$ cat src/rtl/hsb_pkg.sv
package hsb_pkg;

    typedef enum logic [3:0] {
        ST_IDLE,
        ST_OB_RD1,
        ST_OB_GAP,
        ST_OB_RD2,
        ST_OB_REQ,
        ST_OB_DONE,
        ST_IB_REQ,
        ST_IB_GAP,
        ST_IB_TAIL
    } hsb_state_e;

endpackage

$ cat src/rtl/hsb_dwell.sv
// Counts cycles spent in the current state; restarts on every state change.
module hsb_dwell #(
    parameter int CW = 7
) (
    input  logic          clk,
    input  logic          rst_n,
    input  logic          restart,
    output logic [CW-1:0] cnt
);
    localparam logic [CW-1:0] CNT_MAX = '1;

    always_ff @(posedge clk or negedge rst_n) begin
        if (!rst_n) begin
            cnt <= '0;
        end else if (restart) begin
            cnt <= '0;
        end else if (cnt != CNT_MAX) begin
            cnt <= cnt + 1'b1;
        end
    end
endmodule

$ cat src/rtl/hsb_fsm.sv
module hsb_fsm
    import hsb_pkg::*;
#(
    parameter int RD_LOW_CYC = 8,
    parameter int RECHK_CYC  = 2,
    parameter int WR_GAP_CYC = 6,
    parameter int TMO_CYC    = 64,
    parameter int CW         = 7
) (
    input  logic          clk,
    input  logic          rst_n,
    input  logic          dir,
    input  logic          clr_n,
    input  logic          rdy,
    input  logic          ack,
    input  logic          halt,
    input  logic [CW-1:0] cnt,
    output logic          restart,
    output logic          tmo,
    output logic          cap_dst,
    output logic          cap_word,
    output logic          cap_in,
    output logic          rd_n,
    output logic          wr_n,
    output logic          req
);
    localparam logic [CW-1:0] RD_END  = CW'(RD_LOW_CYC - 1);
    localparam logic [CW-1:0] RCK_END = CW'(RECHK_CYC - 1);
    localparam logic [CW-1:0] GAP_END = CW'(WR_GAP_CYC - 1);
    localparam logic [CW-1:0] TMO_END = CW'(TMO_CYC - 1);

    hsb_state_e st, nxt;
    logic       expired;

    assign expired = (cnt == TMO_END);

    // state register
    always_ff @(posedge clk or negedge rst_n) begin
        if (!rst_n) begin
            st <= ST_IDLE;
        end else begin
            st <= nxt;
        end
    end

    // next state and timeout
    always_comb begin
        nxt = st;
        tmo = 1'b0;
        if (!clr_n) begin
            nxt = ST_IDLE;
        end else begin
            unique case (st)
                ST_IDLE: begin
                    if (rdy && !halt) nxt = dir ? ST_OB_RD1 : ST_IB_REQ;
                end
                ST_OB_RD1: begin
                    if (cnt == RD_END) nxt = ST_OB_GAP;
                end
                ST_OB_GAP: begin
                    if (cnt >= RCK_END && rdy) begin
                        nxt = ST_OB_RD2;
                    end else if (expired) begin
                        nxt = ST_IDLE;
                        tmo = 1'b1;
                    end
                end
                ST_OB_RD2: begin
                    if (cnt == RD_END) nxt = ST_OB_REQ;
                end
                ST_OB_REQ: begin
                    if (!ack) begin
                        nxt = ST_OB_DONE;
                    end else if (expired) begin
                        nxt = ST_IDLE;
                        tmo = 1'b1;
                    end
                end
                ST_OB_DONE: begin
                    if (ack) begin
                        nxt = ST_IDLE;
                    end else if (expired) begin
                        nxt = ST_IDLE;
                        tmo = 1'b1;
                    end
                end
                ST_IB_REQ: begin
                    if (ack) begin
                        nxt = ST_IB_GAP;
                    end else if (expired) begin
                        nxt = ST_IDLE;
                        tmo = 1'b1;
                    end
                end
                ST_IB_GAP: begin
                    if (cnt == GAP_END) nxt = ST_IB_TAIL;
                end
                ST_IB_TAIL: begin
                    if (!ack) begin
                        nxt = ST_IDLE;
                    end else if (expired) begin
                        nxt = ST_IDLE;
                        tmo = 1'b1;
                    end
                end
                default: nxt = ST_IDLE;
            endcase
        end
    end

    assign restart  = (nxt != st);
    assign cap_dst  = (st == ST_OB_RD1) && (nxt == ST_OB_GAP);
    assign cap_word = (st == ST_OB_RD2) && (nxt == ST_OB_REQ);
    assign cap_in   = (st == ST_IB_REQ) && (nxt == ST_IB_GAP);

    // Moore output decode
    always_comb begin
        rd_n = 1'b1;
        wr_n = 1'b1;
        req  = 1'b0;
        unique case (st)
            ST_OB_RD1, ST_OB_RD2: rd_n = 1'b0;
            ST_OB_REQ: begin
                rd_n = 1'b0;
                req  = 1'b1;
            end
            ST_IB_REQ: begin
                wr_n = 1'b0;
                req  = 1'b1;
            end
            default: ;
        endcase
    end
endmodule

$ cat src/rtl/hsb_status.sv
// Sync output, sticky overrun halt and timeout flag.
module hsb_status (
    input  logic clk,
    input  logic rst_n,
    input  logic clr_n,
    input  logic isync_n,
    input  logic rst_done,
    input  logic ovf,
    input  logic dir,
    input  logic tmo,
    output logic sync_n,
    output logic halt,
    output logic err
);
    always_ff @(posedge clk or negedge rst_n) begin
        if (!rst_n) begin
            sync_n <= 1'b1;
            halt   <= 1'b0;
            err    <= 1'b0;
        end else begin
            if (!clr_n || !isync_n) begin
                sync_n <= 1'b1;
            end else if (rst_done) begin
                sync_n <= 1'b0;
            end

            if (rst_done) begin
                halt <= 1'b0;
            end else if (ovf && !dir) begin
                halt <= 1'b1;
            end

            if (!clr_n) begin
                err <= 1'b0;
            end else if (tmo) begin
                err <= 1'b1;
            end
        end
    end
endmodule

$ cat src/rtl/hsb_capture.sv
// Holding registers for the destination code and both data directions.
module hsb_capture #(
    parameter int W = 16
) (
    input  logic         clk,
    input  logic         rst_n,
    input  logic         cap_dst,
    input  logic         cap_word,
    input  logic         cap_in,
    input  logic [W-1:0] host_word,
    input  logic [W-1:0] acq_word,
    output logic [1:0]   dst,
    output logic [W-1:0] out_word,
    output logic [W-1:0] in_word
);
    always_ff @(posedge clk or negedge rst_n) begin
        if (!rst_n) begin
            dst      <= '0;
            out_word <= '0;
            in_word  <= '0;
        end else begin
            if (cap_dst)  dst      <= host_word[W-1:W-2];
            if (cap_word) out_word <= host_word;
            if (cap_in)   in_word  <= acq_word;
        end
    end
endmodule

$ cat src/rtl/hsbridge_ctrl.sv
module hsbridge_ctrl #(
    parameter int W          = 16,
    parameter int RD_LOW_CYC = 8,
    parameter int RECHK_CYC  = 2,
    parameter int WR_GAP_CYC = 6,
    parameter int TMO_CYC    = 64
) (
    input  logic         clk,
    input  logic         rst_n,
    input  logic         host_dir,
    input  logic         host_clr_n,
    input  logic         host_rdy,
    input  logic         host_isync_n,
    input  logic [W-1:0] host_rdata,
    output logic         host_rd_n,
    output logic         host_wr_n,
    output logic [W-1:0] host_wdata,
    output logic         host_xclr_n,
    output logic         host_sync_n,
    output logic         acq_req,
    input  logic         acq_ack,
    output logic [1:0]   acq_dst,
    output logic         acq_dir,
    output logic [W-1:0] acq_wdata,
    input  logic [W-1:0] acq_rdata,
    input  logic         acq_ovf,
    input  logic         acq_rst_done,
    output logic         err
);
    localparam int CW = $clog2(TMO_CYC + 1);

    logic [CW-1:0] cnt;
    logic          restart, tmo, halt;
    logic          cap_dst, cap_word, cap_in;

    assign acq_dir     = ~host_dir;
    assign host_xclr_n = ~halt;

    hsb_dwell #(.CW(CW)) u_dwell (
        .clk     (clk),
        .rst_n   (rst_n),
        .restart (restart),
        .cnt     (cnt)
    );

    hsb_fsm #(
        .RD_LOW_CYC (RD_LOW_CYC),
        .RECHK_CYC  (RECHK_CYC),
        .WR_GAP_CYC (WR_GAP_CYC),
        .TMO_CYC    (TMO_CYC),
        .CW         (CW)
    ) u_fsm (
        .clk      (clk),
        .rst_n    (rst_n),
        .dir      (host_dir),
        .clr_n    (host_clr_n),
        .rdy      (host_rdy),
        .ack      (acq_ack),
        .halt     (halt),
        .cnt      (cnt),
        .restart  (restart),
        .tmo      (tmo),
        .cap_dst  (cap_dst),
        .cap_word (cap_word),
        .cap_in   (cap_in),
        .rd_n     (host_rd_n),
        .wr_n     (host_wr_n),
        .req      (acq_req)
    );

    hsb_status u_status (
        .clk      (clk),
        .rst_n    (rst_n),
        .clr_n    (host_clr_n),
        .isync_n  (host_isync_n),
        .rst_done (acq_rst_done),
        .ovf      (acq_ovf),
        .dir      (host_dir),
        .tmo      (tmo),
        .sync_n   (host_sync_n),
        .halt     (halt),
        .err      (err)
    );

    hsb_capture #(.W(W)) u_cap (
        .clk       (clk),
        .rst_n     (rst_n),
        .cap_dst   (cap_dst),
        .cap_word  (cap_word),
        .cap_in    (cap_in),
        .host_word (host_rdata),
        .acq_word  (acq_rdata),
        .dst       (acq_dst),
        .out_word  (acq_wdata),
        .in_word   (host_wdata)
    );
endmodule

$ cat config.mk
export PLATFORM = sky130hd
export DESIGN_NAME = hsbridge_ctrl
export DESIGN_NICKNAME = d
export VERILOG_FILES = /design/src/rtl/hsb_pkg.sv /design/src/rtl/hsb_dwell.sv /design/src/rtl/hsb_fsm.sv /design/src/rtl/hsb_status.sv /design/src/rtl/hsb_capture.sv /design/src/rtl/hsbridge_ctrl.sv
export SDC_FILE = /design/constraint.sdc
export NUM_CORES = 1
export LEC_CHECK = 0
export BUFFER_PORTS_ARGS = -buffer_cell sky130_fd_sc_hd__buf_4
export CAP_MARGIN = 20
export CORE_ASPECT_RATIO = 1.2
export CORE_MARGIN = 2
export CORE_UTILIZATION = 53
export CTS_BUF_LIST = sky130_fd_sc_hd__clkbuf_4 sky130_fd_sc_hd__clkbuf_8
export DETAILED_ROUTE_END_ITERATION = 12
export PLACE_DENSITY = 0.85
export SETUP_SLACK_MARGIN = 0.4
export SLEW_MARGIN = 20
export SYNTH_ARGS = -nofsm -noshare
export SYNTH_HDL_FRONTEND = slang
export SYNTH_HIERARCHICAL = 1
export SYNTH_SLANG_ARGS = --single-unit
$ cat constraint.sdc
create_clock -name clk -period 3.5 [get_ports clk]
set_clock_uncertainty 0.1 [all_clocks]
set_input_delay 0.525 -clock clk [delete_from_list [all_inputs] [get_ports clk]]
set_output_delay 0.525 -clock clk [all_outputs]
set_load 0.05 [all_outputs]
==> impl_metrics.py <==
metrics = {
    "power": {
        "comb_power_share": 0.462,
        "p_clk_frac": 0.165,
        "power.density_mw_per_mm2": 627,
        "p_sw_mw": 0.893,
        "p_seq_frac": 0.374,
        "internal_power_mw": 1.18,
        "p_total_mw": 2.07,
        "sw_frac_of_total": 0.431,
        "p_leak_nw": 1.61,
        "irDropWorstVdd_uv": 287,
    },
    "final_layout": {
        "antenna_cells": 0,
        "fin_util": 0.684,
        "stdcell_area_sq_mm": 0.00331,
        "drive_above_1_share": 0.465,
        "final_common_cell": "buf_4",
        "layout_common_cells": "buf_4, dfrtp_1, mux2_4, mux2_2, nand2_1",
        "nets": 344,
        "area_delta_synth_final_pct": 26.3,
    },
    "sta": {
        "timing.final.crit_share": 0.841,
        "setup_tns_ns": 0,
        "rsz0062_at_grt": "false",
        "slew_violations": 0,
        "worst_slack_ns": 0.557,
        "fin_crit_ns": 2.94,
        "slew_headroom": 0.520,
        "setup_viol": 0,
        "tightest_slew_ns": 0.720,
        "hold_viol": 0,
        "clock.fmax_mhz": 340,
    },
    "global_routing": {
        "antenna_found_initial": 0,
        "grt_pass1_vias": 1989,
        "met2_usage": 0.364,
        "grt_util_met1": 0.284,
        "gr-total-overflow": 0,
        "grt_max_degree": 49,
        "globalRouteTotalUtil": 0.220,
        "use_met3": 0.0554,
        "grt_busiest_layer": "met2",
        "grt_pass1_wl_um": 9430,
    },
    "detailed_routing": {
        "drt_iter0_drc": 157,
        "drc": 0,
        "drt_wl_total_um": 5930,
        "antenna_left": 0,
        "drt-wirelength-per-cell_um": 16.3,
        "via_per_inst": 5.74,
        "vias": 2082,
        "first_pass_iters": 5,
    },
    "synth": {
        "synthFlopType": "dfrtp_1",
        "yosysWarnings": 6,
        "synthesis.area_sq_mm": 0.00262,
        "async_reset_ff_frac": 1.00,
        "synth.distinct_cells": 57,
        "synth_seq_cells": 48,
        "synthesis.nets": 267,
        "synth_edf_count": 0,
        "avgSynthCellArea_sq_um": 11.6,
        "synth_cells": 225,
        "synth_seq_area_share": 0.459,
    },
    "clocking": {
        "cts_buffers": 5,
        "h-tree-depth": 2,
        "cts_buffer_depth": 2,
        "clock-root-buffer": "clkbuf_8",
        "cts_tree": "done",
        "clk_latency_ns": 0.29,
        "cts_resized": 0,
        "cts.clk_slew.worst_paths_ns": 0.09,
        "ctsHoldBuffers": 0,
        "clock_sinks": 48,
        "post_cts_buffers": 0,
    },
    "worst_hold_path": {
        "hp-class": "primary input to asynchronous set/reset pin",
    },
    "worst_setup_path": {
        "critical_path_class": "register to register",
        "reg2reg_slack_ns": 0.56,
        "cp_max_fo": 21,
        "r2r-end": "u_cap/in_word[15]",
        "required_ns": 3.59,
        "endpoint_kind": "register",
        "ff2ff_path_depth": 7,
        "startpoint_type": "register",
        "worstReg2RegStart": "u_fsm/st[1]",
        "arrival_ns": 3.03,
    },
    "floorplanning": {
        "die_area_sq_mm": 0.00552,
        "num_rows": 28,
        "start_util": 0.542,
        "core_sq_mm": 0.00483,
        "die_x_um": 68.2,
        "die_h_um": 81,
        "ioPinCount": 82,
    },
    "place": {
        "place_area_sq_mm": 0.00321,
        "dp_hpwl_um": 4370,
        "portBuffers": 81,
        "pre_cts_ws_ns": 0.613,
        "gp_congestion": 0.940,
    },
    "run": {
        "drv_cap": 0,
    },
    "outcome": {
        "status": "complete, no violations",
    },
}
## sequential cells by signal, indices dropped and copies added, names as in the netlist
| register | flops |
|---|---|
| u_cap/dst | 2 |
| u_cap/in_word | 16 |
| u_cap/out_word | 16 |
| u_dwell/cnt | 7 |
| u_fsm/st | 4 |
| u_status/err | 1 |
| u_status/halt | 1 |
| u_status/sync_n | 1 |
## area by class of cell
class,count,area (sq um)
Timing Repair Buffer,83,623
Sequential cell,48,1200
Multi-Input combinational cell,154,1270
Tap cell,60,75.1
Fill cell,371,1530
Clock buffer,6,82.6
Inverter,10,37.5
Clock inverter,2,15.0
## per-layer routing
| metal | up-vias | share of wire |
|---|---|---|
| li1 | 980 | - |
| met1 | 1001 | 0.40 |
| met2 | 91 | 0.49 |
| met3 | 10 | 0.091 |
| met4 | 0 | 0.016 |
| met5 | - | 0 |
## Yosys cell counts, drive strengths merged (2+ instances only)
master / count / area share
xnor2: 2 / 0.0067
nor4b: 2 / 0.0067
o21bai: 2 / 0.0086
nand3: 3 / 0.0057
and3: 4 / 0.010
nor2b: 5 / 0.012
nor3b: 3 / 0.011
a31oi: 5 / 0.012
or3: 3 / 0.0072
inv: 10 / 0.014
o211ai: 4 / 0.013
buf: 9 / 0.037
dfrtp: 47 / 0.45
nand2: 15 / 0.021
a21oi: 7 / 0.015
clkbuf: 4 / 0.0057
mux2: 35 / 0.18
and2: 2 / 0.0048
nor3: 8 / 0.015
nand4: 5 / 0.014
or4b: 2 / 0.0091
a32oi: 3 / 0.010
nor2: 12 / 0.017
a311oi: 3 / 0.010
a211oi: 2 / 0.0076
o21ai: 9 / 0.017
## metrics by stage
stage	cells	hold slack (ns)
after floorplan	225	0.129
after global placement	355	0.371
after detailed placement	355	0.372
after CTS	363	0.146
after global routing	363	0.171
final	363	0.126
## power groups by stage
| stage | registers [mW] | logic, mW | clock network, mW |
|---|---|---|---|
| 2_1_floorplan | 1.00 | 0.456 | 0 |
| 3_3_place_gp | 0.778 | 0.932 | 0 |
| 3_5_place_dp | 0.782 | 0.955 | 0 |
| 4_1_cts | 0.772 | 0.959 | 0.349 |
| 5_1_grt | 0.791 | 1.02 | 0.371 |
| 6_report | 0.774 | 0.957 | 0.342 |
## critical path, cell delays in order, from the launching register on
cell and delay, ns:
dfrtp_1 0.81, or4b_1 0.51, a211oi_2 0.30, o21bai_2 0.21, o21bai_2 0.12, nor3_2 0.11
buf_4 0.29, mux2_2 0.37
## cell families (layout without fill, tap and decap cells)
group,after synthesis,after routing,synth area share
AOI/OAI and AO/OA,42,42,0.122
xor gates and xnor gates,2,2,0.00669
adders and majority gates,1,1,0.00478
buffers and inverters,23,101,0.0569
DFF,48,48,0.459
muxes,36,36,0.183
and+or+nand+nor,73,73,0.168
## worst max-delay path by stage
stage / to / slack (ns) / start / cells after the start
3_5_place_dp: u_cap/in_word[15] / 0.61 / u_fsm/st[1] / 7
5_1_grt: u_cap/in_word[1] / 0.45 / u_fsm/st[1] / 7
2_1_floorplan: u_cap/in_word[10] / 0.90 / u_dwell/cnt[3] / 8
3_3_place_gp: u_cap/in_word[1] / 0.66 / u_fsm/st[1] / 7
6_report: u_cap/in_word[15] / 0.56 / u_fsm/st[1] / 7
4_1_cts: u_cap/in_word[15] / 0.61 / u_fsm/st[1] / 7
No activity file was read; power rests on OpenSTA's default activity.
